**config.mk**
```make
export PLATFORM = sky130hd
export DESIGN_NAME = cal_lock_ctrl
export DESIGN_NICKNAME = d
export VERILOG_FILES = /design/src/rtl/cal_lock_pkg.sv /design/src/rtl/cal_fsm.sv /design/src/rtl/cfg_regs.sv /design/src/rtl/mode_out.sv /design/src/rtl/cal_lock_ctrl.sv
export SDC_FILE = /design/constraint.sdc
export NUM_CORES = 1
export LEC_CHECK = 0
export ABC_AREA = 1
export BUFFER_PORTS_ARGS = -buffer_cell sky130_fd_sc_hd__buf_2
export CORE_MARGIN = 2
export CORE_UTILIZATION = 50
export CTS_CLUSTER_DIAMETER = 200
export CTS_CLUSTER_SIZE = 40
export DETAILED_ROUTE_END_ITERATION = 16
export PLACE_DENSITY = 0.82
export RECOVER_POWER = 100
export SLEW_MARGIN = 30
export SYNTH_ARGS = -nofsm -noshare
export SYNTH_HDL_FRONTEND = slang
export SYNTH_SLANG_ARGS = --single-unit
```
**constraint.sdc**
```tcl
create_clock -name clk_i -period 3.25 [get_ports clk_i]
set_input_delay 0.4875 -clock clk_i [delete_from_list [all_inputs] [get_ports clk_i]]
set_output_delay 0.4875 -clock clk_i [all_outputs]
set_load 0.005 [all_outputs]
```
**src/rtl/cal_lock_pkg.sv**
```systemverilog
package cal_lock_pkg;
  typedef enum logic [2:0] {
    ADDR_MODE = 3'b000,
    ADDR_OFFS = 3'b010,
    ADDR_GAIN = 3'b011
  } reg_addr_e;

  typedef enum logic {
    ST_IDLE = 1'b0,
    ST_CAL  = 1'b1
  } cal_state_e;

  // mode register bit positions, decoded by the output stage
  localparam int unsigned BIT_DECIM  = 0;
  localparam int unsigned BIT_DMUX_L = 1;
  localparam int unsigned BIT_GRAY   = 3;
  localparam int unsigned BIT_SINGLE = 4;
  localparam int unsigned BIT_CSEL_L = 10;
  localparam int unsigned BIT_CSEL_H = 11;
endpackage

```
**src/rtl/cal_fsm.sv**
```systemverilog
module cal_fsm
  import cal_lock_pkg::*;
(
  input  logic clk_i,
  input  logic rst_ni,
  input  logic start_i,
  input  logic done_i,
  output logic busy_o
);
  cal_state_e state_q, state_d;

  always_comb begin
    state_d = state_q;
    unique case (state_q)
      ST_IDLE: if (start_i) state_d = ST_CAL;
      ST_CAL:  if (done_i)  state_d = ST_IDLE;
      default: state_d = ST_IDLE;
    endcase
  end

  always_ff @(posedge clk_i or negedge rst_ni)
    if (!rst_ni) state_q <= ST_IDLE;
    else         state_q <= state_d;

  assign busy_o = (state_q == ST_CAL);

  AST_START_ENTER: assert property (@(posedge clk_i) disable iff (!rst_ni)
    (!busy_o && start_i) |=> busy_o);
  AST_BUSY_HOLD: assert property (@(posedge clk_i) disable iff (!rst_ni)
    (busy_o && !done_i) |=> busy_o);
  AST_DONE_EXIT: assert property (@(posedge clk_i) disable iff (!rst_ni)
    (busy_o && done_i) |=> !busy_o);
endmodule

```
**src/rtl/cfg_regs.sv**
```systemverilog
module cfg_regs
  import cal_lock_pkg::*;
#(
  parameter int unsigned ADDR_W = 3,
  parameter int unsigned DATA_W = 16,
  parameter int unsigned CMP_W  = 8,
  parameter logic [DATA_W-1:0] MODE_RST = 16'h0C02
) (
  input  logic              clk_i,
  input  logic              rst_ni,
  input  logic              wr_en_i,
  input  logic [ADDR_W-1:0] wr_addr_i,
  input  logic [DATA_W-1:0] wr_data_i,
  input  logic              lock_i,
  output logic [DATA_W-1:0] mode_o,
  output logic [CMP_W-1:0]  offs_o,
  output logic [CMP_W-1:0]  gain_o
);
  localparam logic [CMP_W-1:0] CMP_NEUTRAL = CMP_W'(1) << (CMP_W - 1);

  logic [DATA_W-1:0] mode_q;
  logic [CMP_W-1:0]  offs_q, gain_q;
  logic wr_ok, manual, we_mode, we_offs, we_gain;

  assign wr_ok   = wr_en_i && !lock_i;
  assign manual  = (mode_q[BIT_CSEL_H:BIT_CSEL_L] == 2'b00);
  assign we_mode = wr_ok && (wr_addr_i == ADDR_MODE);
  assign we_offs = wr_ok && manual && (wr_addr_i == ADDR_OFFS);
  assign we_gain = wr_ok && manual && (wr_addr_i == ADDR_GAIN);

  always_ff @(posedge clk_i or negedge rst_ni)
    if (!rst_ni) mode_q <= MODE_RST;
    else if (we_mode) mode_q <= wr_data_i;

  always_ff @(posedge clk_i or negedge rst_ni)
    if (!rst_ni) offs_q <= CMP_NEUTRAL;
    else if (we_offs) offs_q <= wr_data_i[CMP_W-1:0];

  always_ff @(posedge clk_i or negedge rst_ni)
    if (!rst_ni) gain_q <= CMP_NEUTRAL;
    else if (we_gain) gain_q <= wr_data_i[CMP_W-1:0];

  assign mode_o = mode_q;
  assign offs_o = offs_q;
  assign gain_o = gain_q;

  AST_LOCK_NO_WRITE: assert property (@(posedge clk_i) disable iff (!rst_ni)
    lock_i |=> ($stable(mode_q) && $stable(offs_q) && $stable(gain_q)));
  AST_OFFS_GATED: assert property (@(posedge clk_i) disable iff (!rst_ni)
    (wr_en_i && wr_addr_i == ADDR_OFFS && mode_q[BIT_CSEL_H:BIT_CSEL_L] != 2'b00)
      |=> $stable(offs_q));
  AST_GAIN_GATED: assert property (@(posedge clk_i) disable iff (!rst_ni)
    (wr_en_i && wr_addr_i == ADDR_GAIN && mode_q[BIT_CSEL_H:BIT_CSEL_L] != 2'b00)
      |=> $stable(gain_q));
endmodule

```
**src/rtl/mode_out.sv**
```systemverilog
module mode_out
  import cal_lock_pkg::*;
#(
  parameter int unsigned DATA_W = 16,
  parameter int unsigned CMP_W  = 8
) (
  input  logic              busy_i,
  input  logic [DATA_W-1:0] mode_i,
  input  logic [CMP_W-1:0]  gain_i,
  output logic              decim_o,
  output logic [1:0]        dmux_o,
  output logic              gray_o,
  output logic              manual_o,
  output logic [CMP_W-1:0]  gain_o
);
  localparam logic [CMP_W-1:0] CMP_NEUTRAL = CMP_W'(1) << (CMP_W - 1);

  // forced during calibration: decimation on, 1:1 demux, binary coding
  always_comb begin
    if (busy_i) begin
      decim_o = 1'b1;
      dmux_o  = 2'b00;
      gray_o  = 1'b0;
    end else begin
      decim_o = mode_i[BIT_DECIM];
      dmux_o  = mode_i[BIT_DMUX_L+1:BIT_DMUX_L];
      gray_o  = mode_i[BIT_GRAY];
    end
  end

  assign manual_o = (mode_i[BIT_CSEL_H:BIT_CSEL_L] == 2'b00);
  assign gain_o   = mode_i[BIT_SINGLE] ? CMP_NEUTRAL : gain_i;
endmodule

```
**src/rtl/cal_lock_ctrl.sv**
```systemverilog
module cal_lock_ctrl
  import cal_lock_pkg::*;
#(
  parameter int unsigned ADDR_W = 3,
  parameter int unsigned DATA_W = 16,
  parameter int unsigned CMP_W  = 8
) (
  input  logic              clk_i,
  input  logic              rst_ni,
  input  logic              wr_en_i,
  input  logic [ADDR_W-1:0] wr_addr_i,
  input  logic [DATA_W-1:0] wr_data_i,
  input  logic              cal_start_i,
  input  logic              cal_done_i,
  output logic              cal_busy_o,
  output logic              decim_o,
  output logic [1:0]        dmux_sel_o,
  output logic              gray_o,
  output logic              manual_o,
  output logic [CMP_W-1:0]  offset_o,
  output logic [CMP_W-1:0]  gain_o
);
  logic              busy;
  logic [DATA_W-1:0] mode_w;
  logic [CMP_W-1:0]  gain_w;

  cal_fsm u_fsm (
    .clk_i   (clk_i),
    .rst_ni  (rst_ni),
    .start_i (cal_start_i),
    .done_i  (cal_done_i),
    .busy_o  (busy)
  );

  cfg_regs #(.ADDR_W(ADDR_W), .DATA_W(DATA_W), .CMP_W(CMP_W)) u_regs (
    .clk_i     (clk_i),
    .rst_ni    (rst_ni),
    .wr_en_i   (wr_en_i),
    .wr_addr_i (wr_addr_i),
    .wr_data_i (wr_data_i),
    .lock_i    (busy),
    .mode_o    (mode_w),
    .offs_o    (offset_o),
    .gain_o    (gain_w)
  );

  mode_out #(.DATA_W(DATA_W), .CMP_W(CMP_W)) u_out (
    .busy_i   (busy),
    .mode_i   (mode_w),
    .gain_i   (gain_w),
    .decim_o  (decim_o),
    .dmux_o   (dmux_sel_o),
    .gray_o   (gray_o),
    .manual_o (manual_o),
    .gain_o   (gain_o)
  );

  assign cal_busy_o = busy;

  AST_FORCE_CFG: assert property (@(posedge clk_i) disable iff (!rst_ni)
    cal_busy_o |-> (decim_o && dmux_sel_o == 2'b00 && !gray_o));
  AST_BUSY_OUT_STABLE: assert property (@(posedge clk_i) disable iff (!rst_ni)
    cal_busy_o |=> ($stable(offset_o) && $stable(manual_o)));
endmodule

```
==> results of run 1 <==
[through the flow]
step	area, um^2	hold slack (ns)	cells	power [mW]	setup slack, ns
3_5_place_dp	1360	0.457	202	0.726	1.82
5_1_grt	1350	0.344	206	0.914	0.986
2_1_floorplan	1140	0.192	137	0.601	1.95
4_1_cts	1390	0.144	206	0.875	1.46
6_report	1350	0.344	206	0.847	1.14
3_3_place_gp	1360	0.450	202	0.707	1.88
[cell usage after synthesis (2+ instances only)]
master,instances
nand2_1,50
inv_1,14
or2_2,2
dfrtp_1,19
dfstp_2,5
inv_2,3
nor2_1,10
nand4_1,7
nand2_2,2
nand3_1,16
nor2_4,3
[kinds of logic (layout without fill, tap and decap cells)]
group | after synthesis | in the layout | share of synthesized area
flops | 24 | 24 | 0.532
buf+inv | 19 | 60 | 0.0691
simple gates | 93 | 93 | 0.394
compound gates | 1 | 1 | 0.00439
[layer usage]
layer / wire [um] / track usage / up-vias
li1: - / - / 510
met1: 1040 / 0.238 / 444
met2: 1160 / 0.342 / 23
met3: 91 / 0.0374 / 7
met4: 51 / 0.0789 / 0
met5: 0 / 0 / -
[flip-flops by register name (all words and copies together) (netlist names)]
signal / count
u_fsm.busy_o: 1
u_regs.gain_o: 8
u_regs.mode_o: 7
u_regs.offs_o: 8
[power groups by stage]
stage | sequential [mW] | combinational [mW] | clock (mW)
3_5_place_dp | 0.457 | 0.269 | 0
6_report | 0.450 | 0.244 | 0.153
5_1_grt | 0.463 | 0.283 | 0.168
3_3_place_gp | 0.451 | 0.255 | 0
2_1_floorplan | 0.445 | 0.156 | 0
4_1_cts | 0.452 | 0.270 | 0.154
[path summary, 6_finish.rpt]
path	end	slack, ns	start
max in group asynchronous	u_regs.gain_o[5]	2.16	rst_ni
hold reg to reg	u_regs.gain_o[7]	0.47	u_regs.gain_o[7]
setup reg to reg	u_regs.offs_o[3]	1.14	u_fsm.busy_o
min in group asynchronous	u_regs.offs_o[3]	0.39	rst_ni
hold / removal	u_fsm.busy_o	0.34	cal_done_i
setup / recovery	u_regs.offs_o[3]	1.14	u_fsm.busy_o
[cell usage in the layout, fill, tap and decap left out]
cell and instances:
buf_1 1, nor2_1 11, o21ai_0 1, inv_1 16
clkbuf_1 8, clkbuf_4 3, clkbuf_8 1, or2_2 2
buf_2 24, nand3_1 17, nand4_1 7, dfstp_2 4
nor2_4 3, inv_2 1, dfstp_1 1, dfrtp_1 19
nand2_1 53, clkbuf_2 6
[critical path, cell delays in order, from the launching register on]
cell	delay [ns]
dfrtp_1	0.45
inv_1	0.11
nand2_1	0.08
nor2_1	0.77
nand2_1	0.40
nand2_1	0.15
nand2_1	0.06
[layout make-up]
| class | count | area share |
|---|---|---|
| sequential | 24 | 0.451 |
| tap | 28 | 0.0260 |
| timing repair buffer | 39 | 0.137 |
| multi-input combinational | 94 | 0.312 |
| clock buffer | 4 | 0.0270 |
| inverter | 17 | 0.0474 |
==> flow_summary.json, run 1 <==
{
  "coreArea_um2": 2190,
  "multi_input_area_um2": 420,
  "cts_tree": "built",
  "place_congestion": 0.754,
  "cts.htree.levels": 1,
  "hold_depth": 2,
  "diodes": 0,
  "drt_iter0_drc": 16,
  "p_leak_nw": 0.759,
  "synth_top_area_cell": "dfrtp_1",
  "synth_area_leaders": "dfrtp_1 (42%), nand2_1 (16%), dfstp_2 (12%), nand3_1 (7.0%), inv_1 (4.6%)",
  "port_buffers": 39,
  "fin_setup_tns_ns": 0,
  "syn-cell-area_um2": 1140,
  "antenna_found_initial": 0,
  "p_clk_frac": 0.181,
  "regArea_um2": 607,
  "fmax_mhz": 474,
  "power_density_nw_per_um2": 629,
  "cts_setup_buffers": 0,
  "area_delta_synth_final_pct": 18.1,
  "r2r_cells": 6,
  "combPwrFrac": 0.288,
  "final.min_clock_period_ns": 2.11,
  "netlist.area_leader.share": 0.417,
  "yosysSeqAreaShare": 0.532,
  "dp_hpwl_um": 1880,
  "finalHoldViolations": 0,
  "crit_required_ns": 3.46,
  "vias_per_cell": 4.78,
  "p_int_mw": 0.570,
  "syn_nets": 161,
  "fin_skew_ns": 0.00167,
  "drv_cap": 0,
  "overflow": 0,
  "swShare": 0.327,
  "fin_nets": 203,
  "critPathKind": "flop to flop",
  "row_count": 17,
  "cts.path.max_buffers": 2,
  "num_vias": 984,
  "ys_types": 17,
  "synth_area_per_cell_um2": 8.32,
  "grt_first_pass_wirelength_um": 3820,
  "ant_nets": 0,
  "drt_wl_total_um": 2340,
  "drcViolationCount": 0,
  "ios": 46,
  "fin_crit_sh": 0.649,
  "final_core_util": 0.615,
  "setup_viol": 0,
  "max_slew_margin": 0.204,
  "clk_latency_ns": 0.31,
  "track_usage": 0.196,
  "endpoint_kind": "flop",
  "yosysWarnings": 0,
  "hp-class": "input pin to flop",
  "grt_max_degree": 25,
  "cts-root-buf": "clkbuf_4",
  "drive_above_1_share": 0.247,
  "die_h_um": 51.7,
  "arrival_ns": 2.33,
  "cp_max_fo": 18,
  "grt_setup_unrepaired": "false",
  "dr.pass1.iters": 4,
  "ir_drop_v": 0.000324,
  "initial_utilization": 0.520,
  "cp-start-kind": "flop",
  "ys_async_sr_fraction": 1.00,
  "tightest_slew_ns": 1.19,
  "cts_resized": 0,
  "netlist_instances": 137,
  "die_width_um": 51.7,
  "fillers": 210,
  "drv_slew": 0,
  "ys_ff_latch": 24,
  "power.switching_mw": 0.277,
  "grt_pass1_vias": 873,
  "wl_per_cell_um": 11.3,
  "status": "finished clean",
  "die_area_um2": 2680,
  "pwr-share-seq": 0.531,
  "cts_buffers": 3,
  "cts.sinks": 24,
  "clk_pin_slew_ns": 0.12,
  "hold_buffers": 0,
  "synth_edf_count": 0,
  "synthFlopType": "dfrtp_1"
}
(Power assumes the default switching activity.)
==> run 2: changes to the inputs <==
- ABC_AREA: 1 -> 0
- CORE_UTILIZATION: 50 -> 45
- PLACE_DENSITY: 0.82 -> 0.77
- clock period: 3.25 -> 2.1 ns (I/O delays scaled with it)
==> run 2 against run 1 <==
Against the previous run: non-clock buffer count increased by 1; wire length decreased by 24%; cell area is 3.3% lower; setup slack got worse by 0.71 ns; global-route usage is 5.1 points lower; critical endpoint is now u_regs.mode_o[0]; clock skew about the same; sequential power grew 52%; core utilization decreased by 2.1 points; worst hold slack worse by 0.19 ns; highest routed layer unchanged; first-iteration DRC count down 88%; synthesized area decreased by 9.1%.
==> flow_summary.json, run 2 <==
{
  "p_clk_frac": 0.244,
  "drive_above_1_share": 0.625,
  "die_h_um": 52.0,
  "power_density_nw_per_um2": 1030,
  "fin_worst_hold_slack_ns": 0.158,
  "setup_viol": 0,
  "drt-met1-wl_um": 678,
  "swShare": 0.245,
  "cts.path.max_buffers": 2,
  "drcViolationCount": 0,
  "endpoint_kind": "flop",
  "dpl_cell_area_um2": 1250,
  "cts.htree.levels": 1,
  "ys_types": 16,
  "drv_slew": 0,
  "ys_ff_latch": 24,
  "final.min_clock_period_ns": 1.67,
  "ir_drop_v": 0.000596,
  "ys_async_sr_fraction": 1.00,
  "grt_pass1_vias": 646,
  "status": "finished clean",
  "place_congestion": 0.653,
  "grt_max_degree": 25,
  "row_count": 17,
  "initial_utilization": 0.473,
  "drv_cap": 0,
  "path_cells": "nor4b_2, and2b_1, mux2_2",
  "cts-root-buf": "clkbuf_4",
  "ios": 46,
  "final_area_um2": 1300,
  "p_int_mw": 1.01,
  "area_delta_synth_final_pct": 25.6,
  "cts.sinks": 24,
  "critPathKind": "flop to flop",
  "port_buffers": 39,
  "critical_path.top_delay_family": "simple AND/OR/NAND/NOR gates",
  "dr_wl_met2_um": 984,
  "yosys-top-cells-count": "mux2_2 (23), dfrtp_1 (19), nor2b_1 (7), dfstp_2 (5), and2b_2 (3)",
  "vias_per_cell": 4.93,
  "cts_setup_buffers": 0,
  "tightest_slew_ns": 1.21,
  "crit_path_top_delay_cell": "dfrtp_1",
  "p_leak_nw": 0.628,
  "ant_nets": 0,
  "overflow": 0,
  "die_width_um": 52.0,
  "synth_edf_count": 0,
  "syn-cell-area_um2": 1040,
  "yosysSeqAreaShare": 0.586,
  "synth_area_per_cell_um2": 15.0,
  "critPathMaxStageDelay_ns": 0.49,
  "arrival_ns": 1.88,
  "die_area_um2": 2700,
  "highest_layer": "met4",
  "syn_nets": 93,
  "clk_pin_slew_ns": 0.13,
  "r2r_end": "u_regs.mode_o[0]",
  "grt_setup_unrepaired": "false",
  "pwr-share-seq": 0.509,
  "drt_wl_total_um": 1790,
  "cp-start-kind": "flop",
  "r2r_setup_slack_ns": 0.43,
  "num_vias": 690,
  "clk_latency_ns": 0.31,
  "max_slew_margin": 0.190,
  "hp-class": "input pin to flop",
  "synthFlopType": "dfrtp_1",
  "grt_first_pass_wirelength_um": 2770,
  "hold_depth": 2,
  "fmax_mhz": 598,
  "fin_crit_sh": 0.797,
  "fin_nets": 137,
  "fin_skew_ns": 0.00145,
  "wl_per_cell_um": 12.8,
  "track_usage": 0.145,
  "cts_buffers": 3,
  "synth_top_area_cell": "dfrtp_1",
  "synth_area_leaders": "dfrtp_1 (46%), mux2_2 (25%), dfstp_2 (13%), nor2b_1 (4.2%), and2b_2 (2.5%)",
  "power.switching_mw": 0.328,
  "fillers": 189,
  "regArea_um2": 607,
  "path_buf_inv": 0,
  "coreArea_um2": 2190,
  "netlist.area_leader.share": 0.459,
  "multi_input_area_um2": 407,
  "cts_tree": "built",
  "netlist_instances": 69,
  "fin_setup_tns_ns": 0,
  "dp_hpwl_um": 1360,
  "fin_total_pwr_mw": 1.34,
  "drt_iter0_drc": 2,
  "finalHoldViolations": 0,
  "final_cell_mix": "buf_2 (28), mux2_2 (23), dfrtp_1 (19), nor2b_1 (7), clkbuf_1 (7)",
  "yosysWarnings": 0,
  "synth_most_common_cell": "mux2_2",
  "combPwrFrac": 0.246,
  "r2r_cells": 3,
  "regToRegStartpoint": "u_fsm.busy_o",
  "min_to": "u_fsm.busy_o",
  "diodes": 0,
  "dr.pass1.iters": 2,
  "crit_required_ns": 2.31,
  "antenna_found_initial": 0,
  "layout_commonest_cell": "buf_2",
  "min_from": "cal_done_i",
  "wl_met3_um": 99,
  "cp_max_fo": 8
}
run 2: changes by cell type after synthesis, sizes merged:
cell and change:
nor3b +2, nor2b +7, clkbuf -1, nand2 -52, inv -16, o21ai -1, nand3 -16, mux2 +23
nor4b +1, nor2 -13, and2b +4, nand4 -7, mux2i +1
run 2: routing by layer:
metal	vias up	track usage
met3	4	0.0259
met5	-	0
met2	18	0.255
li1	325	-
met4	0	0.0789
met1	343	0.165
run 2: through the flow:
step,std cells,worst slack (ns),util
6_report,140,0.427,0.594
3_5_place_dp,135,0.399,0.573
5_1_grt,140,0.310,0.594
2_1_floorplan,69,0.605,-
4_1_cts,140,0.370,0.601
3_3_place_gp,135,0.438,0.573
run 2: area by class of cell:
class	instances	area share
Inverter	1	0.00288
Tap cell	28	0.0269
Multi-Input combinational cell	43	0.312
Clock inverter	1	0.0231
Clock buffer	3	0.0173
Timing Repair Buffer	40	0.151
Sequential cell	24	0.466
run 2: power by group through the flow:
| stage | Combinational (mW) | Clock [mW] | Sequential, mW |
|---|---|---|---|
| global route | 0.365 | 0.354 | 0.705 |
| CTS | 0.348 | 0.336 | 0.685 |
| detailed placement | 0.344 | 0 | 0.696 |
| finish | 0.330 | 0.327 | 0.682 |
| floorplan | 0.188 | 0 | 0.683 |
| global placement | 0.335 | 0 | 0.687 |
run 2: what timing repair did:
action / in CTS / in global routing
endpoints found under the hold margin: 19 / 0
hold buffers: 1 / 0
resized for setup: 0 / 0
run 2: worst max path at each step:
stage	cells after the start	end	from	slack, ns
finish	3	u_regs.mode_o[0]	u_fsm.busy_o	0.43
global route	3	u_regs.mode_o[4]	u_fsm.busy_o	0.31
CTS	3	u_regs.mode_o[3]	u_fsm.busy_o	0.37
detailed placement	3	u_regs.mode_o[3]	u_fsm.busy_o	0.40
global placement	3	u_regs.mode_o[2]	u_fsm.busy_o	0.44
floorplan	4	u_regs.mode_o[0]	u_fsm.busy_o	0.60
run 2: worst register-to-register path, stage by stage (launching register included):
cell and delay, ns:
dfrtp_1 0.49, nor4b_2 0.34, and2b_1 0.36, mux2_2 0.38
run 2: cell families after synthesis:
kind of cell | Yosys count | share of synthesized area
buffers and inverters | 2 | 0.0145
DFF | 24 | 0.586
muxes | 24 | 0.260
and+or+nand+nor | 19 | 0.140
